**src/rtl/raster_irq_gen.sv**
```systemverilog
module raster_irq_gen #(
  parameter int CNT_W        = 6,
  parameter int WRAP         = 52,
  parameter int RESYNC_LIMIT = 32,
  parameter int VS_EDGES     = 2,
  parameter int PULSE        = 22,
  parameter int ACK_BIT      = 5
) (
  input  logic             clk,
  input  logic             rst_n,
  input  logic             hsync,
  input  logic             vsync,
  input  logic             irq_ack,
  input  logic             cnt_clear,
  output logic             irq,
  output logic [CNT_W-1:0] line_count
);
  localparam int PW = $clog2(PULSE + 1);
  localparam int VW = $clog2(VS_EDGES + 1);

  logic          hs_q;
  logic [VW-1:0] vs_edges;
  logic [PW-1:0] pulse_left;
  logic [CNT_W-1:0] cnt_inc;
  logic fall, resync, wrap_hit, raise;

  assign fall     = hs_q && !hsync;
  assign cnt_inc  = line_count + CNT_W'(1);
  assign resync   = fall && vsync && (vs_edges >= VW'(VS_EDGES));
  assign wrap_hit = fall && !resync && (cnt_inc == CNT_W'(WRAP));
  assign raise    = !cnt_clear &&
                    ((resync && (cnt_inc < CNT_W'(RESYNC_LIMIT))) || wrap_hit);
  assign irq      = (pulse_left != '0);

  always_ff @(posedge clk) begin
    if (!rst_n) begin
      hs_q       <= 1'b0;
      vs_edges   <= '0;
      line_count <= '0;
      pulse_left <= '0;
    end else begin
      hs_q <= hsync;

      if (!vsync)      vs_edges <= '0;
      else if (resync) vs_edges <= '0;
      else if (fall)   vs_edges <= vs_edges + VW'(1);

      if (cnt_clear)                line_count <= '0;
      else if (resync || wrap_hit)  line_count <= '0;
      else if (fall)                line_count <= cnt_inc;
      else if (irq_ack)             line_count <= line_count & ~(CNT_W'(1) << ACK_BIT);

      if (raise)           pulse_left <= PW'(PULSE);
      else if (irq)        pulse_left <= pulse_left - PW'(1);
    end
  end

  a_r2_below_wrap: assert property (@(posedge clk) disable iff (!rst_n)
    line_count < CNT_W'(WRAP));

  a_r6_clear_zero: assert property (@(posedge clk) disable iff (!rst_n)
    cnt_clear |=> (line_count == '0));

  a_r5_ack_bit: assert property (@(posedge clk) disable iff (!rst_n)
    (irq_ack && !fall && !cnt_clear) |=>
      (!line_count[ACK_BIT] && line_count[ACK_BIT-1:0] == $past(line_count[ACK_BIT-1:0])));

  a_r3_hold: assert property (@(posedge clk) disable iff (!rst_n)
    (!fall && !irq_ack && !cnt_clear) |=> $stable(line_count));

  a_r3_step: assert property (@(posedge clk) disable iff (!rst_n)
    (fall && !vsync && !cnt_clear) |=>
      ((line_count == $past(line_count) + CNT_W'(1)) || (line_count == '0 && irq)));

  a_r4_rise_on_edge: assert property (@(posedge clk) disable iff (!rst_n)
    $rose(irq) |-> $past(fall));
endmodule

```
**config.mk**
```make
export PLATFORM = sky130hd
export DESIGN_NAME = raster_irq_gen
export DESIGN_NICKNAME = d
export VERILOG_FILES = /design/src/rtl/raster_irq_gen.sv
export SDC_FILE = /design/constraint.sdc
export NUM_CORES = 1
export LEC_CHECK = 0
export BUFFER_PORTS_ARGS = -buffer_cell sky130_fd_sc_hd__buf_2
export CAP_MARGIN = 20
export CORE_MARGIN = 4
export CORE_UTILIZATION = 49
export DETAILED_ROUTE_END_ITERATION = 6
export PLACE_DENSITY = 0.69
export SYNTH_ARGS = -nofsm -noshare
export SYNTH_HDL_FRONTEND = slang
export SYNTH_SLANG_ARGS = --single-unit
```
**constraint.sdc**
```tcl
create_clock -name clk -period 4.05 [get_ports clk]
set_input_delay 0.2025 -clock clk [delete_from_list [all_inputs] [get_ports clk]]
set_output_delay 0.2025 -clock clk [all_outputs]
set_load 0.02 [all_outputs]
```
==> Yosys cells after proc, flatten, opt, wreduce, memory -nomap -nowiden <==
Cells that the tools add are included.
{ "totals": {"mem_bits_rw": 0, "out_inout_bits": 7, "romBits": 0, "n_memories": 0, "latchBits": 0, "register_bits": 14, "inputBits": 6} }
{ "classes": {"magnitude_cmp": 2, "n_addsub": 3, "div": 0, "n_bitwise": 2, "n_reduce_logical": 18, "mux": 4, "eq_ne": 1, "shifts": 0, "n_mul": 0} }
{ "op_table": {"columns": ["cell", "n"], "rows": [
  ["$mux 6", 2],
  ["$mux 5", 2],
  ["$logic_and 1x1->1", 7],
  ["$add 6x1->6 const B", 1],
  ["$eq 6x6->1 const B", 1],
  ["$lt 6x6->1 const B", 1],
  ["$reduce_or 3->1", 2],
  ["$reduce_bool 5->1", 1],
  ["$sub 5x1->5 const B", 1],
  ["$reduce_bool 2->1", 2],
  ["$logic_not 1->1", 3],
  ["$add 2x1->2 const B", 1],
  ["$ge 2x2->1 const B", 1],
  ["$logic_or 1x1->1", 2],
  ["$not 1->1", 2],
  ["$reduce_or 2->1", 1]
]} }

==> Depth between registers and ports, before layout <==
{ "depth": {"depth_word": 10, "mapped_depth": 7, "ltp_nobuf": 7} }

==> Worst setup path before layout <==
Ideal clock, no wire load.
{ "synth_timing": {"path_kind": "register -> register", "from": "register line_count[2]", "to": "register pulse_left[1]", "t_arrival_ns": 1.832, "n_path_buf": 0, "period_less_slack_ns": 1.889, "slack_ns": 2.161, "path_stages_with_launch": 6, "setup_ns": 0.058, "path_cell_list": "dfxtp_1 -> nand3_2 -> or3_4 -> a2111o_1 -> a21oi_2 -> o21a_1"} }
{ "synth_via": {"elab_chain_cells": 6} }
{ "synth_lines": {"columns": ["item", "line_no", "rtl"], "rows": [
  ["from (decl)", "16", "output logic [CNT_W-1:0] line_count"],
  ["from (signal assigned)", "50", "else if (fall) line_count <= cnt_inc;"],
  ["from (signal assigned)", "51", "else if (irq_ack) line_count <= line_count & ~(CNT_W'(1) << ACK_BIT);"],
  ["$add 6x1->6 *", "28", "assign cnt_inc = line_count + CNT_W'(1);"],
  ["$lt 6x6->1 / $eq 6x6->1 (equally long branches)", "32, 30", null],
  ["$logic_and 1x1->1 (on tied branches)", "32, 30", null],
  ["$logic_or 1x1->1 *", "32", "((resync && (cnt_inc < CNT_W'(RESYNC_LIMIT))) || wrap_hit);"],
  ["$logic_and 1x1->1 *", "31", "assign raise = !cnt_clear &&"],
  ["$mux 5 / $reduce_bool 2->1 (equally long branches)", null, null],
  ["to (signal assigned)", "53", "if (raise) pulse_left <= PW'(PULSE);"],
  ["to (signal assigned)", "54", "else if (irq) pulse_left <= pulse_left - PW'(1);"],
  ["to (decl)", "23", "logic [PW-1:0] pulse_left;"]
]} }
Mark *: on every way between the ends. The rest lies on a longest branch, timed or not.
A chain may end at the register's enable or synchronous reset.

==> Worst setup path in the final report <==
{ "layout_timing": {"from": "register line_count[2]", "to": "register pulse_left[4]"} }
Same word-level chain as after synthesis.

==> impl_metrics.yaml <==
critical_path:
  path_cells: "nand3_2 > or3_4 > a2111o_1 > a21oi_2 > o21a_1"
  slowest_delay_ns: 0.45
  crit_path_max_fanout: 5
  critPathLaunchType: "flop"
  crit_required_ns: 4.27
  worstPathArrival_ns: 2.12
  endpoint_kind: "flop"
  path_class: "reg2reg"
  cpMaxStageDelayCell: "a2111o_1"
clock_tree:
  clockBufferDepth: 2
  clkTransAtPathRegs_ns: 0.08
  cts_buffers: 3
  ctsResizeCount: 0
  holdBufCountCts: 0
  htree_levels: 1
  cts_tree: "done"
  cts_root_buf: "clkbuf_4"
  cts.sinks: 14
  clk_latency_ns: 0.28
  cts_setup_buffers: 0
power:
  switching_share_pct: 33.5
  power_switching_uw: 125
  combPwrFrac_pct: 34.1
  ir_drop_mv: 0.292
  p_int_uw: 248
  p_per_area_nw_per_um2: 471
  p_seq_share_pct: 45.9
  leakagePower_nw: 0.322
  pwr-share-clk_pct: 20.0
  power_uw: 373
global_routing:
  grt.total_usage_pct: 14.7
  grt_overflow_total: 0
  antenna_found_initial: 0
  grt_max_degree: 10
  grt_pass1_vias: 533
  grt_pass1_wl_um: 2210
synth:
  synth_nets: 91
  synth_top_family_by_area: "simple AND/OR/NAND/NOR gates"
  synth_mux_area_share_pct: 1.44
  ys_warn_count: 0
  yosys_register_bits: 14
  yosysSeqAreaShare_pct: 40.4
  netlist_area_um2: 694
  synth_compound_area_share_pct: 13.2
  syn_inst: 81
  synth_cell_types: 27
  syn_area_per_cell_um2: 8.57
  yosys.area_share.adder_pct: 7.21
  synth_xor_area_share_pct: 10.1
  yosys.area_share.simple_pct: 25.0
detailed_routing:
  viasPerCell: 5.09
  drt-pass1-iter-count: 2
  wl_per_cell_um: 11.3
  drc: 0
  drt_iter0_markers: 8
  wl_um: 1240
  via_count: 560
  ant_nets: 0
final_layout:
  nets: 107
  finalInstanceArea_um2: 792
  fin_cells: 110
  final_common_cell: "dfxtp_1"
  fillerInstances: 132
  seqCellArea_um2: 280
  area_growth_pct: 14.1
  layout_common_cells: "14 x dfxtp_1, 13 x nor2_1, 12 x buf_2"
  antenna_cells: 0
  multi_input_area_um2: 395
  drive_gt1_share_pct: 18.9
timing:
  clock_skew_ns: 0.00756
  finalHoldViolations: 0
  rsz0062_at_grt: "false"
  setup_tns_ns: 0
  setup_viol: 0
  period_minus_slack_ns: 1.91
  maxSlewHeadroom_pct: 76.1
  fin_crit_sh_pct: 47.1
  drv_slew: 0
  max_freq_mhz: 525
  tightest_slew_ns: 0.358
worst_hold_path:
  hold_class: "in2reg"
die:
  start_util_pct: 52.7
  die_w_um: 45.6
  num_rows: 13
  fp.coreArea_um2: 1320
  die_h_um: 45.6
  ios: 13
  die-area_um2: 2080
placed_design:
  hpwl_um: 1000
  port_buffers: 12
  place.gp.congestion: 0.733
  dp_cells: 107
  postPlaceCellArea_um2: 769
run_status:
  status: "completed"
flow_run:
  maxCapViolCount: 0
-- cells by family after synthesis --
family / Yosys count
buffers and inverters: 5
adder cells (fa/ha/maj): 4
XOR/XNOR: 8
flip-flops: 14
AO/OA/AOI/OAI: 14
multiplexers: 1
AND/OR/NAND/NOR: 35
-- routing by layer --
layer  up-vias  share of wire [%]  global-route usage (%)
met3         0                7.4                    5.93
met1       245                 48                    18.5
met2        11                 44                    23.1
met5         -                  0                       0
met4         0                  0                    3.51
li1        304                  -                       -
-- per-stage QoR --
stage	worst slack [ns]	utilization (%)	hold slack, ns
after detailed placement	2.18	58.4	0.435
after floorplan	2.16	-	0.316
final	2.14	60.1	0.161
after global placement	2.22	58.4	0.434
after global routing	2.08	60.1	0.178
after CTS	2.16	60.1	0.151
-- Yosys cell counts (all sizes together) --
master	instances	area (um^2)
a2111o	1	11.3
a21boi	1	7.51
a21oi	6	33.8
a31oi	1	6.26
and2	1	6.26
clkbuf	1	3.75
dfxtp	14	280
ha	4	50.1
inv	4	15.0
mux2i	1	10.0
nand2	8	30.0
nand2b	1	6.26
nand3	3	20.0
nand3b	1	7.51
nand4	2	12.5
nor2	13	48.8
nor2b	1	6.26
nor3	1	5.00
nor3b	1	7.51
nor4	2	12.5
o21a	3	22.5
o21ai	2	10.0
or3	1	11.3
xnor2	5	43.8
xor2	3	26.3
-- sequential cells by signal (all words and copies together) (netlist names) --
name	cells
pulse_left	5
vs_edges	2
hs_q	1
line_count	6
-- critical path, delay by kind of cell, from the launching register on --
family           cells  cell delay [ns]
flip-flops           1             0.44
AO/OA/AOI/OAI        3             0.87
AND/OR/NAND/NOR      2             0.54
-- cell type report --
type	count	share of cell area, %
flip-flops and latches	14	35.4
multi-input cells	62	49.9
repair buffers	12	7.58
inverters	4	1.90
clock buffers	3	2.84
well taps	15	2.37
-- power groups by stage --
| stage | Combinational [mW] | Sequential, mW | Clock, mW |
|---|---|---|---|
| after CTS | 0.130 | 0.171 | 0.0786 |
| after floorplan | 0.105 | 0.171 | 0 |
| final | 0.127 | 0.171 | 0.0747 |
| after global routing | 0.146 | 0.174 | 0.0849 |
| after detailed placement | 0.130 | 0.174 | 0 |
| after global placement | 0.126 | 0.174 | 0 |
-- path summary, 6_finish.rpt --
kind | from | end | slack [ns] | depth (start not counted)
setup / recovery | line_count[2] | pulse_left[4] | 2.14 | 5
hold / removal | hsync | hs_q | 0.16 | 2
setup reg to reg | line_count[2] | pulse_left[4] | 2.14 | 5
hold reg to reg | vs_edges[0] | vs_edges[0] | 0.53 | 2
(Power assumes the default switching activity.)
